File: config.mk
export PLATFORM = sky130hd
export DESIGN_NAME = sync_freq_meter
export DESIGN_NICKNAME = d
export VERILOG_FILES = /design/src/rtl/sfm_pkg.sv /design/src/rtl/sfm_edge.sv /design/src/rtl/sfm_interval_counter.sv /design/src/rtl/sfm_result_reg.sv /design/src/rtl/sync_freq_meter.sv
export SDC_FILE = /design/constraint.sdc
export NUM_CORES = 1
export LEC_CHECK = 0
export ABC_AREA = 0
export BUFFER_PORTS_ARGS = -buffer_cell sky130_fd_sc_hd__buf_2
export CAP_MARGIN = 15
export CORE_ASPECT_RATIO = 0.5
export CORE_MARGIN = 2
export CORE_UTILIZATION = 50
export CTS_CLUSTER_DIAMETER = 40
export DETAILED_ROUTE_END_ITERATION = 6
export GPL_TIMING_DRIVEN = 0
export PLACE_DENSITY = 0.72
export SYNTH_ARGS = -nofsm -noshare
export SYNTH_HDL_FRONTEND = slang
export SYNTH_SLANG_ARGS = --single-unit
File: constraint.sdc
create_clock -name clk -period 1.8 [get_ports clk]
set_clock_uncertainty 0.1 [all_clocks]
set_input_delay 0.45 -clock clk [delete_from_list [all_inputs] [get_ports clk]]
set_output_delay 0.45 -clock clk [all_outputs]
set_load 0.1 [all_outputs]
File: src/rtl/sfm_pkg.sv
package sfm_pkg;

  localparam int unsigned NUM_SYNC   = 2;
  localparam int unsigned SYNC_H_IDX = 0;
  localparam int unsigned SYNC_V_IDX = 1;

  // width of a counter that must hold values 0 .. n-1
  function automatic int unsigned idx_width(input int unsigned n);
    return (n > 1) ? $clog2(n) : 1;
  endfunction

endpackage

File: src/rtl/sfm_edge.sv
module sfm_edge (
  input  logic clk,
  input  logic rst_n,
  input  logic sync_i,
  input  logic invert_i,
  output logic edge_o
);
  logic norm;
  logic prev;

  assign norm   = sync_i ^ invert_i;
  assign edge_o = norm & ~prev;

  // prev starts at 1 so that a sync already active at reset is not an edge
  always_ff @(posedge clk) begin
    if (!rst_n) prev <= 1'b1;
    else        prev <= norm;
  end
endmodule

File: src/rtl/sfm_interval_counter.sv
module sfm_interval_counter
  import sfm_pkg::*;
#(
  parameter int unsigned W    = 14,
  parameter int unsigned DIV  = 6,
  parameter int unsigned INIT = 0
) (
  input  logic         clk,
  input  logic         rst_n,
  input  logic         restart_i,
  output logic [W-1:0] count_o,
  output logic         ovf_o
);
  localparam int unsigned PW       = idx_width(DIV);
  localparam logic [PW-1:0] PRE_LAST = PW'(DIV - 1);
  localparam logic [W-1:0]  CNT_MAX  = {W{1'b1}};
  localparam logic [W-1:0]  CNT_INIT = W'(INIT);

  logic [PW-1:0] pre;
  logic          tick;

  assign tick = (pre == PRE_LAST);

  always_ff @(posedge clk) begin
    if (!rst_n) begin
      pre     <= '0;
      count_o <= CNT_INIT;
      ovf_o   <= 1'b0;
    end else if (restart_i) begin
      pre     <= '0;
      count_o <= CNT_INIT;
      ovf_o   <= 1'b0;
    end else if (tick) begin
      pre <= '0;
      if (count_o == CNT_MAX) ovf_o   <= 1'b1;
      else                    count_o <= count_o + 1'b1;
    end else begin
      pre <= pre + 1'b1;
    end
  end
endmodule

File: src/rtl/sfm_result_reg.sv
module sfm_result_reg #(
  parameter int unsigned W = 14
) (
  input  logic         clk,
  input  logic         rst_n,
  input  logic         load_i,
  input  logic [W-1:0] new_val_i,
  input  logic         new_ovf_i,
  input  logic         clr_i,
  output logic [W-1:0] val_o,
  output logic         ovf_o,
  output logic         chg_o
);
  logic set_chg;

  assign set_chg = load_i & ((new_val_i != val_o) | new_ovf_i);

  always_ff @(posedge clk) begin
    if (!rst_n) begin
      val_o <= '0;
      ovf_o <= 1'b0;
      chg_o <= 1'b0;
    end else begin
      if (load_i) begin
        val_o <= new_val_i;
        ovf_o <= new_ovf_i;
      end
      if (set_chg)    chg_o <= 1'b1;
      else if (clr_i) chg_o <= 1'b0;
    end
  end
endmodule

File: src/rtl/sync_freq_meter.sv
module sync_freq_meter
  import sfm_pkg::*;
#(
  parameter int unsigned H_WIDTH   = 14,
  parameter int unsigned V_WIDTH   = 12,
  parameter int unsigned H_DIV     = 6,
  parameter int unsigned V_DIV     = 192,
  parameter int unsigned H_PERIODS = 64
) (
  input  logic               clk,
  input  logic               rst_n,
  input  logic               hsync_i,
  input  logic               vsync_i,
  input  logic               hsync_inv_i,
  input  logic               vsync_inv_i,
  input  logic               vsync_present_i,
  input  logic               h_chg_clr_i,
  input  logic               v_chg_clr_i,
  output logic [H_WIDTH-1:0] h_count_o,
  output logic               h_ovf_o,
  output logic [V_WIDTH-1:0] v_count_o,
  output logic               v_ovf_o,
  output logic               h_chg_o,
  output logic               v_chg_o
);
  localparam int unsigned EW = idx_width(H_PERIODS);
  localparam logic [EW-1:0] LAST_EDGE = EW'(H_PERIODS - 1);

  // ---------------- polarity and edge detection ----------------
  logic [NUM_SYNC-1:0] sync_raw, sync_inv, sync_edge;
  assign sync_raw[SYNC_H_IDX] = hsync_i;
  assign sync_raw[SYNC_V_IDX] = vsync_i;
  assign sync_inv[SYNC_H_IDX] = hsync_inv_i;
  assign sync_inv[SYNC_V_IDX] = vsync_inv_i;

  for (genvar g = 0; g < NUM_SYNC; g++) begin : g_edge
    sfm_edge u_edge (
      .clk      (clk),
      .rst_n    (rst_n),
      .sync_i   (sync_raw[g]),
      .invert_i (sync_inv[g]),
      .edge_o   (sync_edge[g])
    );
  end

  logic h_edge, v_edge;
  assign h_edge = sync_edge[SYNC_H_IDX];
  assign v_edge = sync_edge[SYNC_V_IDX];

  // ---------------- line window sequencing ----------------
  logic          h_run;
  logic [EW-1:0] h_edges;
  logic          h_win_end, h_restart;

  assign h_win_end = h_edge & h_run & (h_edges == LAST_EDGE);
  assign h_restart = h_edge & (~h_run | (h_edges == LAST_EDGE));

  always_ff @(posedge clk) begin
    if (!rst_n) begin
      h_run   <= 1'b0;
      h_edges <= '0;
    end else if (h_edge) begin
      if (h_restart) begin
        h_run   <= 1'b1;
        h_edges <= '0;
      end else begin
        h_edges <= h_edges + 1'b1;
      end
    end
  end

  logic [H_WIDTH-1:0] h_cnt;
  logic               h_cnt_ovf;

  sfm_interval_counter #(.W(H_WIDTH), .DIV(H_DIV), .INIT(0)) u_hcnt (
    .clk       (clk),
    .rst_n     (rst_n),
    .restart_i (h_restart),
    .count_o   (h_cnt),
    .ovf_o     (h_cnt_ovf)
  );

  // most recent finished window, held for once-per-frame publishing
  logic [H_WIDTH-1:0] h_meas_val;
  logic               h_meas_ovf;
  logic               h_meas_vld;

  always_ff @(posedge clk) begin
    if (!rst_n) begin
      h_meas_val <= '0;
      h_meas_ovf <= 1'b0;
      h_meas_vld <= 1'b0;
    end else if (h_win_end) begin
      h_meas_val <= h_cnt;
      h_meas_ovf <= h_cnt_ovf;
      h_meas_vld <= 1'b1;
    end
  end

  logic               h_load;
  logic [H_WIDTH-1:0] h_new_val;
  logic               h_new_ovf;

  always_comb begin
    if (vsync_present_i) begin
      h_load    = v_edge & h_meas_vld;
      h_new_val = h_meas_val;
      h_new_ovf = h_meas_ovf;
    end else begin
      h_load    = h_win_end;
      h_new_val = h_cnt;
      h_new_ovf = h_cnt_ovf;
    end
  end

  sfm_result_reg #(.W(H_WIDTH)) u_hres (
    .clk       (clk),
    .rst_n     (rst_n),
    .load_i    (h_load),
    .new_val_i (h_new_val),
    .new_ovf_i (h_new_ovf),
    .clr_i     (h_chg_clr_i),
    .val_o     (h_count_o),
    .ovf_o     (h_ovf_o),
    .chg_o     (h_chg_o)
  );

  // ---------------- frame interval ----------------
  logic v_run;
  logic v_load;

  assign v_load = v_edge & v_run;

  always_ff @(posedge clk) begin
    if (!rst_n)      v_run <= 1'b0;
    else if (v_edge) v_run <= 1'b1;
  end

  logic [V_WIDTH-1:0] v_cnt;
  logic               v_cnt_ovf;

  sfm_interval_counter #(.W(V_WIDTH), .DIV(V_DIV), .INIT(1)) u_vcnt (
    .clk       (clk),
    .rst_n     (rst_n),
    .restart_i (v_edge),
    .count_o   (v_cnt),
    .ovf_o     (v_cnt_ovf)
  );

  sfm_result_reg #(.W(V_WIDTH)) u_vres (
    .clk       (clk),
    .rst_n     (rst_n),
    .load_i    (v_load),
    .new_val_i (v_cnt),
    .new_ovf_i (v_cnt_ovf),
    .clr_i     (v_chg_clr_i),
    .val_o     (v_count_o),
    .ovf_o     (v_ovf_o),
    .chg_o     (v_chg_o)
  );
endmodule

==> impl_results.md <==
- Final WS setup: -0.1181 ns
- CTS tree: done
- Total grt overflow: 0
- Pre-antenna DRT Iters: 4
- Top cell type's share of synthesized area: 43.77%
- Fin util: 68.19%
- # IOs: 39
- Placed Cells: 611
- RSZ-0062 raised after global routing: yes
- Mean Syn Cell Area: 9.406 um^2
- Post-synth net total: 477
- Top post-synthesis cells by count: 95 x dfxtp_1, 50 x nand2_1, 47 x nor2_1, 34 x xor2_1, 32 x mux2i_1
- Die Height: 69.92 um
- #FFs+latches synth: 95
- Final Non-Filler Cells: 656
- Setup violators final: 13
- Layout cells sized above 1: 33.82%
- Relative slew margins: 65.08%
- Via/cell ratio: 5.319
- Die area: 9498 um^2
- Peak VDD IR: 0.4944 mV
- Routed wire length: 10090 um
- Synth area leaders: dfxtp_1 44%, mux2i_1 7.4%, xor2_1 6.9%
- Worst-path clk slew: 0.06 ns
- Largest net degree at the start of global routing: 15
- H-tree depth: 3
- Clock sink total: 95
- First-pass GRT wire length: 15270 um
- Crit Path Max Fanout: 5
- DP HPWL: 6272 um
- Clock Path Buffers: 2
- Cell Rows: 23
- HP Class: primary input to register
- Period utilisation layout: 106.6%
- Worst EP required: 1.92 ns
- Leakage: 2.405 nW
- Layout area overhead: 28.71%
- Tot GR Track Use: 20.44%
- Initial drt markers: 189
- Via count: 3489
- Final min period: 1.918 ns
- Clock Latency Late Sink: 0.35 ns
- Beginning of the critical path: u_vcnt.pre[0]$_SDFF_PP0_
- Crit Reg-Reg Startpoint: u_vcnt.pre[0]$_SDFF_PP0_
- Status: finished, violations left
- Worst Setup Start Kind: register
- Core area: 8202 um^2
- Top_reg_cell synth: dfxtp_1
- # hold bufs at CTS: 0
- Fmax: 0.5214 GHz
- Slew @ Worst Pin: 0.5238 ns
- Crit. End Element: register
- Initial antenna violation count: 0
- Crit path DAT: 2.04 ns
- # nets final: 554
- Fin. max-slew vios: 0
- Distinct cell type count after synthesis: 45
- Post-Syn Area: 4345 um^2
- Top-count cell post-synth: dfxtp_1
- ANT cells: 0
- CTS Buf Count: 9
- HP Start: h_chg_clr_i
- Vias in the first global route: 3171
- Max Cap Viol: 0
- Root Driver: clkbuf_16
- I/O Buffers: 37
- Post-synth top area cell: dfxtp_1
- Fillers: 632
- Ys async rst share: 0%
- Critical path class: register to register
- Routed Antenna Nets: 0
- EDFF count, synth: 0
- PD cells: 763.4 nW/um^2
- Synth Warn #: 0
- WL/cell: 15.38 um
- Sequential-to-total area share from yosys stat: 43.77%
- Final Hold Vio Count: 0
- Gp weighted congestion: 0.7991
- Die extent in x: 135.8 um
- Post-Syn Instances: 462
- Violated checks: negative setup slack
- Drt drc: 0
- Starting Density: 52.98%
[per-stage QoR]
| step | setup slack, ns | hold WS, ns | area, um^2 | power (mW) | TNS [ns] |
|---|---|---|---|---|---|
| after floorplan | -0.001816 | 0.3203 | 4412 | 2.316 | -0.001816 |
| after global placement | -0.3774 | 0.3299 | 4737 | 2.363 | -14.64 |
| after detailed placement | -0.3969 | 0.3406 | 4737 | 2.368 | -15.01 |
| after CTS | -0.1153 | 0.1700 | 5213 | 4.259 | -0.8058 |
| after global routing | -0.2067 | 0.1857 | 5593 | 4.417 | -2.391 |
| final | -0.1181 | 0.1753 | 5593 | 4.269 | -0.6802 |
[per-layer routing]
layer | track usage, % | routed length (um) | up-vias
met5 | 0 | 0 | -
met3 | 5.810 | 386 | 13
met4 | 5.324 | 150 | 0
li1 | - | - | 1741
met2 | 34.12 | 4966 | 65
met1 | 26.11 | 4583 | 1670
[worst paths after layout]
check                           slack, ns                             end  depth (start not counted)
worst min-delay path                 0.18       u_hres.chg_o$_SDFFE_PN0P_                          2
worst max-delay path                -0.12  u_vcnt.count_o[7]$_SDFFE_PP0P_                          8
worst min register to register       0.33        u_hcnt.pre[0]$_SDFF_PP0_                          1
worst max register to register      -0.12  u_vcnt.count_o[7]$_SDFFE_PP0P_                          8
[final cells by class]
type | instances | area (um^2) | area share [%]
buffer | 24 | 161.4 | 2.886
clock buffer | 12 | 246.5 | 4.407
clock inverter | 4 | 45.04 | 0.8054
inverter | 8 | 30.03 | 0.5369
multi-input combinational | 334 | 2567 | 45.91
sequential | 95 | 1972 | 35.26
tap | 112 | 140.1 | 2.506
timing repair buffer | 67 | 430.4 | 7.696
[worst max-delay path, cell delays in order (launching register included)]
cell and delay, ns:
dfxtp_2 0.35, ha_4 0.13, and3_4 0.20, nand3_4 0.09, nor4b_4 0.37, buf_6 0.17, nor3b_4 0.19, xnor2_1 0.15
nor2_1 0.05
[report_power, final]
group	switching (mW)	total [mW]	leakage [nW]	internal, mW
combinational	0.124	0.226	1.47	0.102
clock	0.799	1.91	0.146	1.11
sequential	0.0221	2.14	0.787	2.11
[cell families (layout without fill, tap and decap cells)]
family	count (synthesis)	in the layout	synth area share, %
xor gates and xnor gates	59	59	11.89
DFF	95	95	43.77
and+or+nand+nor	187	187	22.75
buffers and inverters	33	115	3.426
muxes	33	33	7.688
AOI/OAI and AO/OA	49	49	8.753
adders and majority gates	6	6	1.728
[state kept, by name (all words and copies together), names as in the netlist]
register and count:
h_edges 6, h_meas_val 14, h_meas_ovf 1, h_run 1, u_vres.ovf_o 1, v_run 1
u_hcnt.count_o 14, u_hres.val_o 14, u_vres.chg_o 1, u_hcnt.ovf_o 1, h_meas_vld 1, u_hres.chg_o 1
u_hcnt.pre 3, u_vcnt.pre 8, u_vcnt.ovf_o 1, u_vres.val_o 12, u_vcnt.count_o 12, u_hres.ovf_o 1
g_edge.u_edge.prev 2
[placed cells by master (no fill, tap or decap), drive strengths merged, types with 2 or more instances in the layout]
cell type | netlist | routed
dfxtp | 95 | 95
buf | 10 | 78
nand2 | 50 | 50
nor2 | 48 | 48
xor2 | 34 | 34
mux2i | 33 | 33
nand3 | 28 | 28
xnor2 | 25 | 25
clkbuf | 15 | 25
nor2b | 15 | 15
o211a | 15 | 15
a21boi | 14 | 14
nand4 | 13 | 13
inv | 8 | 8
nor3 | 8 | 8
a21oi | 7 | 7
ha | 6 | 6
o21ai | 6 | 6
nor4 | 4 | 4
and3 | 4 | 4
clkinv | 0 | 3
and2 | 3 | 3
and4 | 3 | 3
nor3b | 3 | 3
nor4b | 3 | 3
or3 | 2 | 2
o21a | 2 | 2
[timing repair]
| item | in CTS | in global routing |
|---|---|---|
| gates cloned | 1 | 1 |
| setup buffers | 7 | 21 |
| resized for setup | 32 | 68 |
| setup endpoints to repair | 48 | 70 |
| pin swaps | 11 | 19 |
(Power assumes the default switching activity.)
